[config.mk]
export PLATFORM = sky130hd
export DESIGN_NAME = wr_busy_poll_rd
export DESIGN_NICKNAME = d
export VERILOG_FILES = /design/src/rtl/wbp_pkg.sv /design/src/rtl/wbp_fsm.sv /design/src/rtl/wbp_toggle.sv /design/src/rtl/wbp_out_stage.sv /design/src/rtl/wr_busy_poll_rd.sv
export SDC_FILE = /design/constraint.sdc
export NUM_CORES = 1
export LEC_CHECK = 0
export BUFFER_PORTS_ARGS = -buffer_cell sky130_fd_sc_hd__buf_2
export CAP_MARGIN = 20
export CORE_AREA = 10 10 47 49
export DETAILED_ROUTE_END_ITERATION = 8
export DIE_AREA = 0 0 57 59
export MAX_ROUTING_LAYER = met4
export PLACE_DENSITY_LB_ADDON = 0.05
export SLEW_MARGIN = 5
export SYNTH_ARGS = -nofsm -noshare
export SYNTH_HDL_FRONTEND = slang
export SYNTH_SLANG_ARGS = --single-unit
[constraint.sdc]
create_clock -name clk -period 1.1 [get_ports clk]
set_input_delay 0.165 -clock clk [delete_from_list [all_inputs] [get_ports clk]]
set_output_delay 0.165 -clock clk [all_outputs]
set_load 0.03 [all_outputs]
[src/rtl/wbp_pkg.sv]
package wbp_pkg;

    typedef enum logic [1:0] {
        RS_IDLE   = 2'd0,
        RS_STATUS = 2'd1,
        RS_ARRAY  = 2'd2
    } rd_state_e;

endpackage

[src/rtl/wbp_fsm.sv]
module wbp_fsm
    import wbp_pkg::*;
(
    input  logic      clk,
    input  logic      rst_n,
    input  logic      rd_access,
    input  logic      busy,
    output rd_state_e state_q,
    output logic      status_done
);

    rd_state_e state_d;

    // next-state decision
    always_comb begin
        state_d = state_q;
        unique case (state_q)
            RS_IDLE: begin
                if (rd_access) begin
                    state_d = busy ? RS_STATUS : RS_ARRAY;   // start-status / start-array
                end
            end
            RS_STATUS: begin
                if (!rd_access) begin
                    state_d = RS_IDLE;                       // end-status
                end else if (!busy) begin
                    state_d = RS_ARRAY;                      // busy-drop
                end
            end
            RS_ARRAY: begin
                if (!rd_access) begin
                    state_d = RS_IDLE;                       // end-array
                end else if (busy) begin
                    state_d = RS_STATUS;                     // busy-rise
                end
            end
            default: state_d = RS_IDLE;
        endcase
    end

    // state register
    always_ff @(posedge clk) begin
        if (!rst_n) begin
            state_q <= RS_IDLE;
        end else begin
            state_q <= state_d;
        end
    end

    // a status read closes: the toggle step request
    assign status_done = (state_q == RS_STATUS) && !rd_access;

endmodule

[src/rtl/wbp_toggle.sv]
module wbp_toggle #(
    parameter logic TOG_INIT = 1'b0
) (
    input  logic clk,
    input  logic rst_n,
    input  logic step,
    output logic tog_q
);

    always_ff @(posedge clk) begin
        if (!rst_n) begin
            tog_q <= TOG_INIT;
        end else if (step) begin
            tog_q <= ~tog_q;
        end
    end

endmodule

[src/rtl/wbp_out_stage.sv]
module wbp_out_stage #(
    parameter int unsigned DATA_W     = 8,
    parameter int unsigned POLL_BIT   = DATA_W - 1,
    parameter int unsigned TOGGLE_BIT = DATA_W - 2
) (
    input  logic              clk,
    input  logic              rst_n,
    input  logic              rd_access,
    input  logic              busy,
    input  logic              tog,
    input  logic [DATA_W-1:0] last_wr,
    input  logic [DATA_W-1:0] arr_rd,
    output logic [DATA_W-1:0] dq_q,
    output logic              dq_oe_q
);

    logic [DATA_W-1:0] status_word;
    logic [DATA_W-1:0] next_word;

    // assemble the status byte bit by bit
    for (genvar b = 0; b < DATA_W; b++) begin : g_status
        if (b == POLL_BIT) begin : g_poll
            assign status_word[b] = ~last_wr[b];
        end else if (b == TOGGLE_BIT) begin : g_tog
            assign status_word[b] = tog;
        end else begin : g_echo
            assign status_word[b] = last_wr[b];
        end
    end

    always_comb begin
        if (!rd_access) begin
            next_word = '0;
        end else if (busy) begin
            next_word = status_word;
        end else begin
            next_word = arr_rd;
        end
    end

    // output register
    always_ff @(posedge clk) begin
        if (!rst_n) begin
            dq_q    <= '0;
            dq_oe_q <= 1'b0;
        end else begin
            dq_q    <= next_word;
            dq_oe_q <= rd_access;
        end
    end

endmodule

[src/rtl/wr_busy_poll_rd.sv]
module wr_busy_poll_rd
    import wbp_pkg::*;
#(
    parameter int unsigned DATA_W     = 8,
    parameter int unsigned POLL_BIT   = DATA_W - 1,
    parameter int unsigned TOGGLE_BIT = DATA_W - 2,
    parameter logic        TOG_INIT   = 1'b0
) (
    input  logic              clk,
    input  logic              rst_n,
    input  logic              busy_i,
    input  logic [DATA_W-1:0] last_wr_i,
    input  logic [DATA_W-1:0] arr_rd_i,
    input  logic              ce_n_i,
    input  logic              oe_n_i,
    input  logic              we_n_i,
    output logic [DATA_W-1:0] dq_o,
    output logic              dq_oe_o
);

    logic      rd_access;
    logic      step_tog;
    logic      tog_q;
    logic      status_rd;
    rd_state_e state_q;

    assign rd_access = !ce_n_i && !oe_n_i && we_n_i;
    assign status_rd = (state_q == RS_STATUS);

    wbp_fsm u_fsm (
        .clk         (clk),
        .rst_n       (rst_n),
        .rd_access   (rd_access),
        .busy        (busy_i),
        .state_q     (state_q),
        .status_done (step_tog)
    );

    wbp_toggle #(
        .TOG_INIT (TOG_INIT)
    ) u_tog (
        .clk   (clk),
        .rst_n (rst_n),
        .step  (step_tog),
        .tog_q (tog_q)
    );

    wbp_out_stage #(
        .DATA_W     (DATA_W),
        .POLL_BIT   (POLL_BIT),
        .TOGGLE_BIT (TOGGLE_BIT)
    ) u_out (
        .clk       (clk),
        .rst_n     (rst_n),
        .rd_access (rd_access),
        .busy      (busy_i),
        .tog       (tog_q),
        .last_wr   (last_wr_i),
        .arr_rd    (arr_rd_i),
        .dq_q      (dq_o),
        .dq_oe_q   (dq_oe_o)
    );

endmodule

Word-level counts from Yosys, hierarchy flattened
Cells that the tools add are included.

Register bits after elaboration: 12. Memories: 0. Bits in latches: 0. Logic and storage cells: 28. Input bits: 22. Bits in read-only memories: 0. RAM bits: 0.

Shift operators: 0. Divide/modulo/power cells: 0. Bitwise operators: 2. Eq/ne operators: 5. Multiply operators: 0. $add $sub $neg: 0. Reduce and logical (&&, ||, !) cells: 9. Muxes and demuxes: 8. $lt $le $gt $ge: 0.

Operator list (count): 2-bit two-way mux (6); 8-bit two-way mux (1); 3-bit != test, second input constant (2); 2-bit one-hot mux with 3 select lines (1); 1-bit logical AND (3); 1-bit zero test (3); 3-bit AND reduction (1); 2-bit by 1-bit == test with 1-bit output, second input constant (1); 2-bit == test, second input constant (1); 2-bit zero test (1); 2-bit by 1-bit != test with 1-bit output, second input constant (1); 1-bit NOT (2); 2-bit AND reduction (1).

Logic depth before layout (Yosys ltp)
Gate-level depths: netlist of the first run.

Depth after elaboration: 5. Gate-level depth with buffers: 4.

Hierarchy
From an unflattened synthesis of the first run, not the netlist that was laid out.

Cells, all modules: 40. Area total of the unflattened synthesis: 451.7 sq um.

Modules (own cells, without submodules): wbp_out_stage (times used 1, seq. area each 180.2 sq um, area each 316.6 sq um, cells an instance 29); wbp_fsm (times used 1, seq. area each 40.0 sq um, area each 87.6 sq um, cells an instance 7); wbp_toggle (times used 1, seq. area each 20.0 sq um, area each 35.0 sq um, cells an instance 3); wr_busy_poll_rd (times used 1, seq. area each 0.0 sq um, area each 12.5 sq um, cells an instance 1).

Worst setup path after synthesis of the first run
OpenSTA, ideal clock, no wires.

Path kind: register to register. From: register u_fsm.state_q[0]. To: register u_tog.tog_q. Cell stages (with the launch flop): 3. Clock period less this slack: 846 ps. Path slack: 254 ps. Arrival time: 774 ps. Data required time: 1028 ps. Path buffers: 0. Cell sequence: dfxtp_1 > nor3b_1 > mux2i_1.

Word-level cells in the longest chain between the ends: 2.

Ends and longest elaborated chain: start, declared (line wbp_fsm.sv:8) `output rd_state_e state_q,`; start signal, assigned (line wbp_fsm.sv:46) `state_q <= state_d;`; 2-bit by 1-bit == test with 1-bit output (line wbp_fsm.sv:51) `assign status_done = (state_q == RS_STATUS) && !rd_access;`; 1-bit logical AND (line wbp_fsm.sv:51); end signal, assigned (line wbp_toggle.sv:14) `tog_q <= ~tog_q;`; end, declared (line wbp_toggle.sv:7) `output logic tog_q`.

No other way between the ends. A chain may end at the register's enable or synchronous reset.

Worst setup path in the final report of the first run
Same ends and word-level chain as after synthesis.

==> metrics.csv, run 1 <==
metric,value,unit
result of the run,"finished, final reports clean",
Yosys cell types,14,
area used by multi-input combinational logic,182.7,um2
ratio of cells with drive above 1 in the final layout,49.32,%
remaining max-slew budget at the tightest pin,80.23,%
number of DRC violations after detailed-routing iteration 0,1,
synthesis warning total,0,
CTS Buffer Depth,2,
Inserted Diodes,0,
cell count of the worst reg-to-reg path,2,
power per cell area,1265,nW/um2
Simple-Gate Fraction of Synth Area,15.60,%
DP HPWL,915.8,um
# H-tree levels,1,
aggregate global routing overflow,0,
Lkg Pwr,0.0003350,uW
count of max-cap constraint violations,0,
fillcell total,154,
wire length of the first global-routing pass,1787,um
ratio of routed vias to standard cells,4.270,
worst min-delay path startpoint,arr_rd_i[5],
maximum number of pins on one net before global-route repair,11,
post-CTS setup buffer count,0,
final period utilization,86.10,%
flip-flop and latch area,240.2,um2
post-route setup TNS,0,ps
type of the worst setup path,register to register,
"Seq/Total Area, Yosys",53.48,%
net count after synthesis,63,
final count of negative-setup-slack endpoints,0,
clock insertion delay at the later pin of the skew report,260,ps
detailed-routing iteration count for the pre-antenna-repair pass,4,
Critical Path AT,1140,ps
"Data required, critical path",1300,ps
number of synthesized register bits,12,
clock period minus worst slack,947.1,ps
# nets final,97,
"Max FO, Critical Path",3,
portion of synthesized cell area occupied by the leading cell type,53.48,%
mean area per synthesized cell,10.96,um2
Worst Hold Endpoint,u_out.dq_q[5]$_SDFF_PN0_,
number of placement rows,14,
Tightest Pin Transition,296.6,ps
area fraction in compound gates after synthesis,7.242,%
Placeable Area,1401,um2
chip height,59,um
starting utilization of the core area,32.05,%
routed via count,380,
mean routed wirelength per cell,12.30,um
number of DRC violations after detailed routing,0,
dominant cells by area after synthesis,"dfxtp_1, mux2i_1, nor2_1",
top-level port count,31,
"Clk pin slew, worst setup/hold paths",70,ps
RSZ-0062 raised after global routing,false,
Port Buffer Count,29,
sink count of the clock tree,12,
startpoint type of the worst setup path,register,
"area leader, netlist",dfxtp_1,
maximum operating frequency,1.056,GHz
end-of-flow core utilization,45.18,%
start of the worst register-to-register path,u_fsm.state_q[0]$_SDFFE_PN0P_,
Chip Width,57,um
sort of element at the end of the critical path,register,
gate count of the mapped netlist,41,
overall die area,3363,um2
hold-fix buffer count after cts,0,
total of cells resized after clock tree synthesis,0,
Clock Root Buffer,clkbuf_4,
CTS Buf Count,3,
routability congestion estimate,0.6082,
final count of pins violating max slew,0,
number of hold-slack violations in the final timing report,0,
combinational family with the most area after synthesis,multiplexers,
endpoint of the worst register-to-register path,u_tog.tog_q$_SDFFE_PN0P_,
setup clock skew after layout,0.06159,ps
worst IR drop on VDD,0.5691,mV
final routed wirelength across all metal layers,1095,um
Adder-Cell Fraction of Synth Area,0,%
worst hold path cell count,3,
parity-gate share of the synthesized area counting xor and xnor cells,0,%
Area Overhead vs Synth,40.95,%
multiplexer fraction of the synthesized cell area,17.83,%
HP Class,input pin to register,
r2r setup slk,150,ps
clock tree from TritonCTS,done,
global routing usage summed across all routing layers,6.980,%
number of antenna violations at the first check in global routing,0,
cell area after synthesis,449.2,um2
post-detailed-route count of antenna-violating nets,0,
vias in the first global route,401,
[critical path, cell delays in order (launching register included)]
cell	delay [ps]
dfxtp_1	390
nor3b_1	280
mux2i_1	210
[stage by stage]
step | hold WS (ps) | power, uW | cell area [um2] | worst slack [ps] | instances
floorplan | 308.2 | 509.1 | 449.2 | 254.4 | 41
global placement | 399.4 | 552.8 | 610.6 | 96.75 | 86
detailed placement | 402.9 | 554.8 | 610.6 | 81.08 | 86
CTS | 121.5 | 816.6 | 633.1 | 137.9 | 89
global route | 120.4 | 848.6 | 633.1 | 91.97 | 89
finish | 127.3 | 800.7 | 633.1 | 152.9 | 89
[power by group]
| group | internal (uW) | switching (uW) | total, uW |
|---|---|---|---|
| Sequential | 442 | 3.14 | 445 |
| Combinational | 50.3 | 47.1 | 97.4 |
| Clock | 126 | 132 | 258 |
| Total | 619 | 182 | 801 |
[layer usage]
metal / vias up / track usage, % / wire length, um
met5: - / - / 0
met4: 0 / 5.034 / 0
met3: 0 / 3.863 / 103
met2: 17 / 10.39 / 511
met1: 165 / 6.780 / 480
li1: 198 / - / -
[cell usage after synthesis (all sizes together)]
cell / n
dfxtp: 12
mux2i: 8
nor2: 8
a211oi: 2
buf: 2
inv: 2
nand2: 2
nor3b: 2
a21oi: 1
nand2b: 1
nor2b: 1
[flip-flops by register name, summed over array words and instances (netlist names)]
| register | cells |
|---|---|
| u_out.dq_q | 8 |
| u_fsm.state_q | 2 |
| u_out.dq_oe_q | 1 |
| u_tog.tog_q | 1 |
[layout make-up]
cell class | count | area share, %
flip-flops and latches | 12 | 37.94
multi-input cells | 25 | 28.85
repair buffers | 31 | 25.30
clock buffers | 3 | 3.557
well taps | 16 | 3.162
inverters | 2 | 1.186
[cells by family (layout without fill, tap and decap cells)]
family	Yosys count	after routing
flops	12	12
buf+inv	4	36
mux	8	8
simple gates	14	14
compound gates	3	3
[how the worst max path moves through the flow]
stage	startpoint	end	slack, ps
after floorplan	u_fsm.state_q[0]$_SDFFE_PN0P_	u_tog.tog_q$_SDFFE_PN0P_	250
after global placement	ce_n_i	u_out.dq_q[7]$_SDFF_PN0_	100
after detailed placement	ce_n_i	u_out.dq_q[1]$_SDFF_PN0_	80
after CTS	u_fsm.state_q[0]$_SDFFE_PN0P_	u_tog.tog_q$_SDFFE_PN0P_	140
after global routing	u_fsm.state_q[0]$_SDFFE_PN0P_	u_tog.tog_q$_SDFFE_PN0P_	90
final	u_fsm.state_q[0]$_SDFFE_PN0P_	u_tog.tog_q$_SDFFE_PN0P_	150
[cell usage in the layout, fill, tap and decap left out]
cell / netlist / final
clkbuf_4: 0 / 3
nor2_1: 8 / 8
a21oi_1: 1 / 1
nor3b_2: 1 / 1
buf_4: 1 / 2
a211oi_4: 1 / 1
nor2b_1: 1 / 1
a211oi_1: 1 / 1
nor3b_1: 1 / 1
nand2_1: 2 / 2
nand2b_1: 1 / 1
mux2i_1: 8 / 8
buf_2: 0 / 29
inv_1: 2 / 2
dfxtp_1: 12 / 12
Note: power is estimated with default switching activity, not from simulation.
==> inputs of run 2 (changes only) <==
PLACE_DENSITY_LB_ADDON = 0.08   (was 0.05)
==> run 2 against run 1 <==
Critical endpoint is now dq_o[3]. Die area did not move. Flip-flop and latch count did not move. Combinational power fell by 1%. Maximum frequency rose by 1.6%.
==> metrics.csv, run 2 (synthesis gave the netlist of run 1 again) <==
metric,value,unit
ratio of routed vias to standard cells,4.322,
total of cells resized after clock tree synthesis,0,
final period utilization,84.77,%
maximum operating frequency,1.072,GHz
largest registers,"u_out.dq_q x8, u_fsm.state_q x2",
overall die area,3363,um2
HP Class,input pin to register,
Placeable Area,1401,um2
post-CTS setup buffer count,0,
number of antenna violations at the first check in global routing,0,
sink count of the clock tree,12,
number of DRC violations after detailed-routing iteration 0,1,
"Data required, critical path",940,ps
number of flip-flops in the largest register,8,
global routing usage summed across all routing layers,6.586,%
"Max FO, Critical Path",1,
met2 wire length,491,um
ratio of cells with drive above 1 in the final layout,50.00,%
Post-Layout Inst Area,646.9,um2
final routed wirelength across all metal layers,1046,um
post-route setup TNS,0,ps
chip height,59,um
"Clk pin slew, worst setup/hold paths",80,ps
Critical Path AT,770,ps
Inserted Diodes,0,
end-of-flow core utilization,46.16,%
maximum number of pins on one net before global-route repair,11,
largest stage delay on the critical path,310,ps
starting utilization of the core area,32.05,%
# H-tree levels,1,
Clock Root Buffer,clkbuf_4,
routability congestion estimate,0.6578,
startpoint type of the worst setup path,register,
type of the worst setup path,register to output port,
count of max-cap constraint violations,0,
vias in the first global route,411,
Hold Worst Slack,121.4,ps
CTS Buf Count,3,
power per cell area,1371,nW/um2
clock insertion delay at the later pin of the skew report,270,ps
setup clock skew after layout,5.999,ps
clock period minus worst slack,932.5,ps
final count of negative-setup-slack endpoints,0,
wire length of the first global-routing pass,1697,um
Port Buffer Count,29,
number of placement rows,14,
RSZ-0062 raised after global routing,false,
final count of pins violating max slew,0,
routed via count,389,
sort of element at the end of the critical path,output port,
remaining max-slew budget at the tightest pin,80.87,%
detailed-routing iteration count for the pre-antenna-repair pass,3,
# nets final,97,
hold-fix buffer count after cts,0,
sum of buffers and inverters on the critical path,1,
top routing layer in use,met4,
"Most flops, register",u_out.dq_q,
clock tree from TritonCTS,done,
"top library cells by usage in the layout, fill and taps aside","buf_2, dfxtp_1, nor2_1, mux2i_1, clkbuf_4",
Tightest Pin Transition,287.0,ps
total power,886.9,uW
aggregate global routing overflow,0,
"Max stage delay cell, worst path",dfxtp_1,
number of hold-slack violations in the final timing report,0,
result of the run,"finished, final reports clean",
mean routed wirelength per cell,11.62,um
Lkg Pwr,0.0003422,uW
post-detailed-route count of antenna-violating nets,0,
CP Cell Sequence,buf_2,
DR WL met3,93,um
fillcell total,144,
area after detailed placement,610.6,um2
Area Overhead vs Synth,44.01,%
DP HPWL,883.4,um
top-level port count,31,
most frequent standard cell in the layout excluding fill and tap cells,buf_2,
CTS Buffer Depth,2,
Metal-1 WL,455,um
"Largest delay share family, worst path",flip-flops,
worst IR drop on VDD,1.019,mV
Chip Width,57,um
number of DRC violations after detailed routing,0,
run 2: per-stage QoR:
stage          setup WS [ps]  instances
2_1_floorplan          254.4         41
3_3_place_gp           58.92         86
3_5_place_dp           42.44         86
4_1_cts                154.1         90
5_1_grt                93.80         90
6_report               167.5         90
run 2: worst paths after layout:
kind / start / to / slack (ps) / cells past startpoint
max: u_out.dq_q[3]$_SDFF_PN0_ / dq_o[3] / 170 / 1
min: arr_rd_i[1] / u_out.dq_q[1]$_SDFF_PN0_ / 120 / 3
min reg2reg: u_tog.tog_q$_SDFFE_PN0P_ / u_tog.tog_q$_SDFFE_PN0P_ / 480 / 2
max reg2reg: u_fsm.state_q[0]$_SDFFE_PN0P_ / u_tog.tog_q$_SDFFE_PN0P_ / 170 / 2
run 2: where the power goes:
group	switching [uW]	total (uW)	leakage, uW	internal [uW]
logic	45.8	96.1	0.000224	50.2
clock network	145	346	0.0000210	201
registers	3.12	445	0.0000971	442
total	194	887	0.000342	693
run 2: metal layers:
metal | GRT usage [%] | vias to the layer above
met1 | 6.075 | 167
li1 | - | 203
met2 | 10.54 | 17
met4 | 2.013 | 0
met3 | 4.936 | 2
met5 | - | -
run 2: layout make-up:
class	instances	area, um2	share of cell area, %
clock buffer	4	36.28	5.609
inverter	2	7.507	1.161
tap	16	20.02	3.095
timing repair buffer	31	160.2	24.76
multi-input combinational	25	182.7	28.24
sequential	12	240.2	37.14
==> inputs of run 3 (changes only) <==
ABC_AREA = 1   (was unset)
clock period = 1 ns   (was 1.1 ns; I/O delays follow)
==> run 3 against run 2 <==
Clock power up 9.8%. Global-route usage about the same. Clock-buffer cell count unchanged. Core utilization down 0.62 points. Final cell count up 12%. Die area unchanged. Power up 9.8%. Cell area down 1.4%. Setup slack worse by 83 ps. Critical path depth unchanged. Critical path type unchanged. Critical endpoint is now dq_o[0].
==> metrics.csv, run 3 <==
metric,value,unit
Inserted Diodes,0,
global routing usage summed across all routing layers,6.616,%
area after detailed placement,601.8,um2
"Largest delay share family, worst path",flip-flops,
worst slack after detailed placement,142.2,ps
portion of synthesized cell area occupied by the leading cell type,54.55,%
Clock Root Buffer,clkbuf_4,
met3 Resource Use GR,2.575,%
clock period minus worst slack,915.9,ps
# nets final,108,
DP HPWL,897,um
number of flip-flops in the largest register,8,
startpoint type of the worst setup path,register,
"Worst Setup Slack, final",84.14,ps
"top library cells by usage in the layout, fill and taps aside","buf_2, nand2_1, dfxtp_1",
"Max FO, Critical Path",1,
routability congestion estimate,0.5920,
largest registers,"u_out.dq_q x8, u_fsm.state_q x2",
maximum number of pins on one net before global-route repair,11,
detailed-routing iteration count for the pre-antenna-repair pass,2,
wire length of the first global-routing pass,1752,um
Placeable Area,1401,um2
Critical Path AT,770,ps
ys async rst share,0,%
global-route layer with the greatest usage,met2,
sort of element at the end of the critical path,output port,
mean area per synthesized cell,8.470,um2
Global Route met2 Usage,11.63,%
RSZ-0062 raised after global routing,false,
hold-fix buffer count after cts,0,
Area Overhead vs Synth,44.89,%
clock insertion delay at the later pin of the skew report,270,ps
worst hold path cell count,3,
"Clk pin slew, worst setup/hold paths",80,ps
post-CTS setup buffer count,0,
CP Cell Sequence,buf_2,
Lkg Pwr,0.0003270,uW
Post-synth top flop,dfxtp_1,
CTS Buffer Depth,2,
ratio of cells with drive above 1 in the final layout,47.06,%
Tightest Pin Transition,153.3,ps
number of placement rows,14,
remaining max-slew budget at the tightest pin,89.77,%
synthesis warning total,0,
gate count of the mapped netlist,52,
total power,974.1,uW
starting utilization of the core area,31.43,%
area used by multi-input combinational logic,172.7,um2
number of DRC violations after detailed routing,0,
largest stage delay on the critical path,310,ps
ratio of routed vias to standard cells,4.168,
count of max-cap constraint violations,0,
worst IR drop on VDD,0.7486,mV
"Most flops, register",u_out.dq_q,
cell count of the worst reg-to-reg path,5,
number of synthesized flops with an enable pin,0,
post-route setup TNS,0,ps
final routed wirelength across all metal layers,1072,um
sink count of the clock tree,12,
mean routed wirelength per cell,10.61,um
most frequent cell after synthesis,nand2_1,
global routing met1 resource utilization,5.918,%
overall die area,3363,um2
net count after synthesis,74,
Post-synth top cells,"nand2_1, dfxtp_1, a21oi_1, nor2_1",
power per cell area,1527,nW/um2
HP Class,input pin to register,
maximum operating frequency,1.092,GHz
Post-Layout Inst Area,638.1,um2
most frequent standard cell in the layout excluding fill and tap cells,buf_2,
number of hold-slack violations in the final timing report,0,
cell count after placement,97,
final period utilization,91.59,%
setup clock skew after layout,4.878,ps
WP depth,1,
Port Buffer Count,29,
final count of pins violating max slew,0,
non-filler cells in the finished layout,101,
flip-flop and latch area,240.2,um2
fillcell total,157,
total of cells resized after clock tree synthesis,0,
cell area after synthesis,440.4,um2
type of the worst setup path,register to output port,
"area leader, netlist",dfxtp_1,
# H-tree levels,1,
result of the run,"finished, final reports clean",
CTS Buf Count,3,
"Max stage delay cell, worst path",dfxtp_1,
number of DRC violations after detailed-routing iteration 0,1,
dominant cells by area after synthesis,"dfxtp_1, nand2_1, a21oi_1",
number of synthesized register bits,12,
vias in the first global route,472,
chip height,59,um
clock tree from TritonCTS,done,
"Seq/Total Area, Yosys",54.55,%
top-level port count,31,
post-detailed-route count of antenna-violating nets,0,
final count of negative-setup-slack endpoints,0,
"Data required, critical path",850,ps
Yosys cell types,14,
sum of buffers and inverters on the critical path,1,
aggregate global routing overflow,0,
number of antenna violations at the first check in global routing,0,
Chip Width,57,um
routed via count,421,
-- run 3: cell types whose count changed after synthesis, moves of 4 or more --
cell     before  now
nor2_1        8    4
nand2_1       2   18
a21oi_1       1    8
mux2i_1       8    0
-- run 3: per-layer routing --
metal,vias up,wire (um)
met3,0,64
li1,229,-
met5,-,0
met4,0,0
met2,15,548
met1,177,459
-- run 3: stage by stage --
step / utilization [%] / hold slack (ps)
finish: 45.54 / 118.3
global route: 45.54 / 108.7
CTS: 45.54 / 105.0
detailed placement: 42.95 / 402.1
global placement: 42.95 / 400.7
floorplan: - / 270.7
-- run 3: where the power goes --
group          internal (uW)  switching (uW)
Sequential               486            2.08
Combinational           48.2            58.5
Clock                    221             159
Total                    755             219
-- run 3: final timing paths --
| kind | from | endpoint | slack (ps) |
|---|---|---|---|
| worst max-delay path | u_out.dq_q[0]$_SDFF_PN0_ | dq_o[0] | 80 |
| worst min-delay path | arr_rd_i[3] | u_out.dq_q[3]$_SDFF_PN0_ | 120 |
| worst max register to register | u_fsm.state_q[0]$_SDFFE_PN0P_ | u_tog.tog_q$_SDFFE_PN0P_ | 230 |
| worst min register to register | u_tog.tog_q$_SDFFE_PN0P_ | u_out.dq_q[6]$_SDFF_PN0_ | 480 |
-- run 3: cell type report --
class	instances	area share (%)
repair buffers	30	23.92
inverters	3	2.549
clock buffers	4	5.686
flip-flops and latches	12	37.65
well taps	16	3.137
multi-input cells	36	27.06
-- run 3: logic make-up (layout without fill, tap and decap cells) --
group | Yosys count | count (layout) | share of synthesized area (%)
and+or+nand+nor | 27 | 27 | 28.13
AOI/OAI and AO/OA | 9 | 9 | 11.08
buffers and inverters | 4 | 37 | 6.249
DFF | 12 | 12 | 54.55
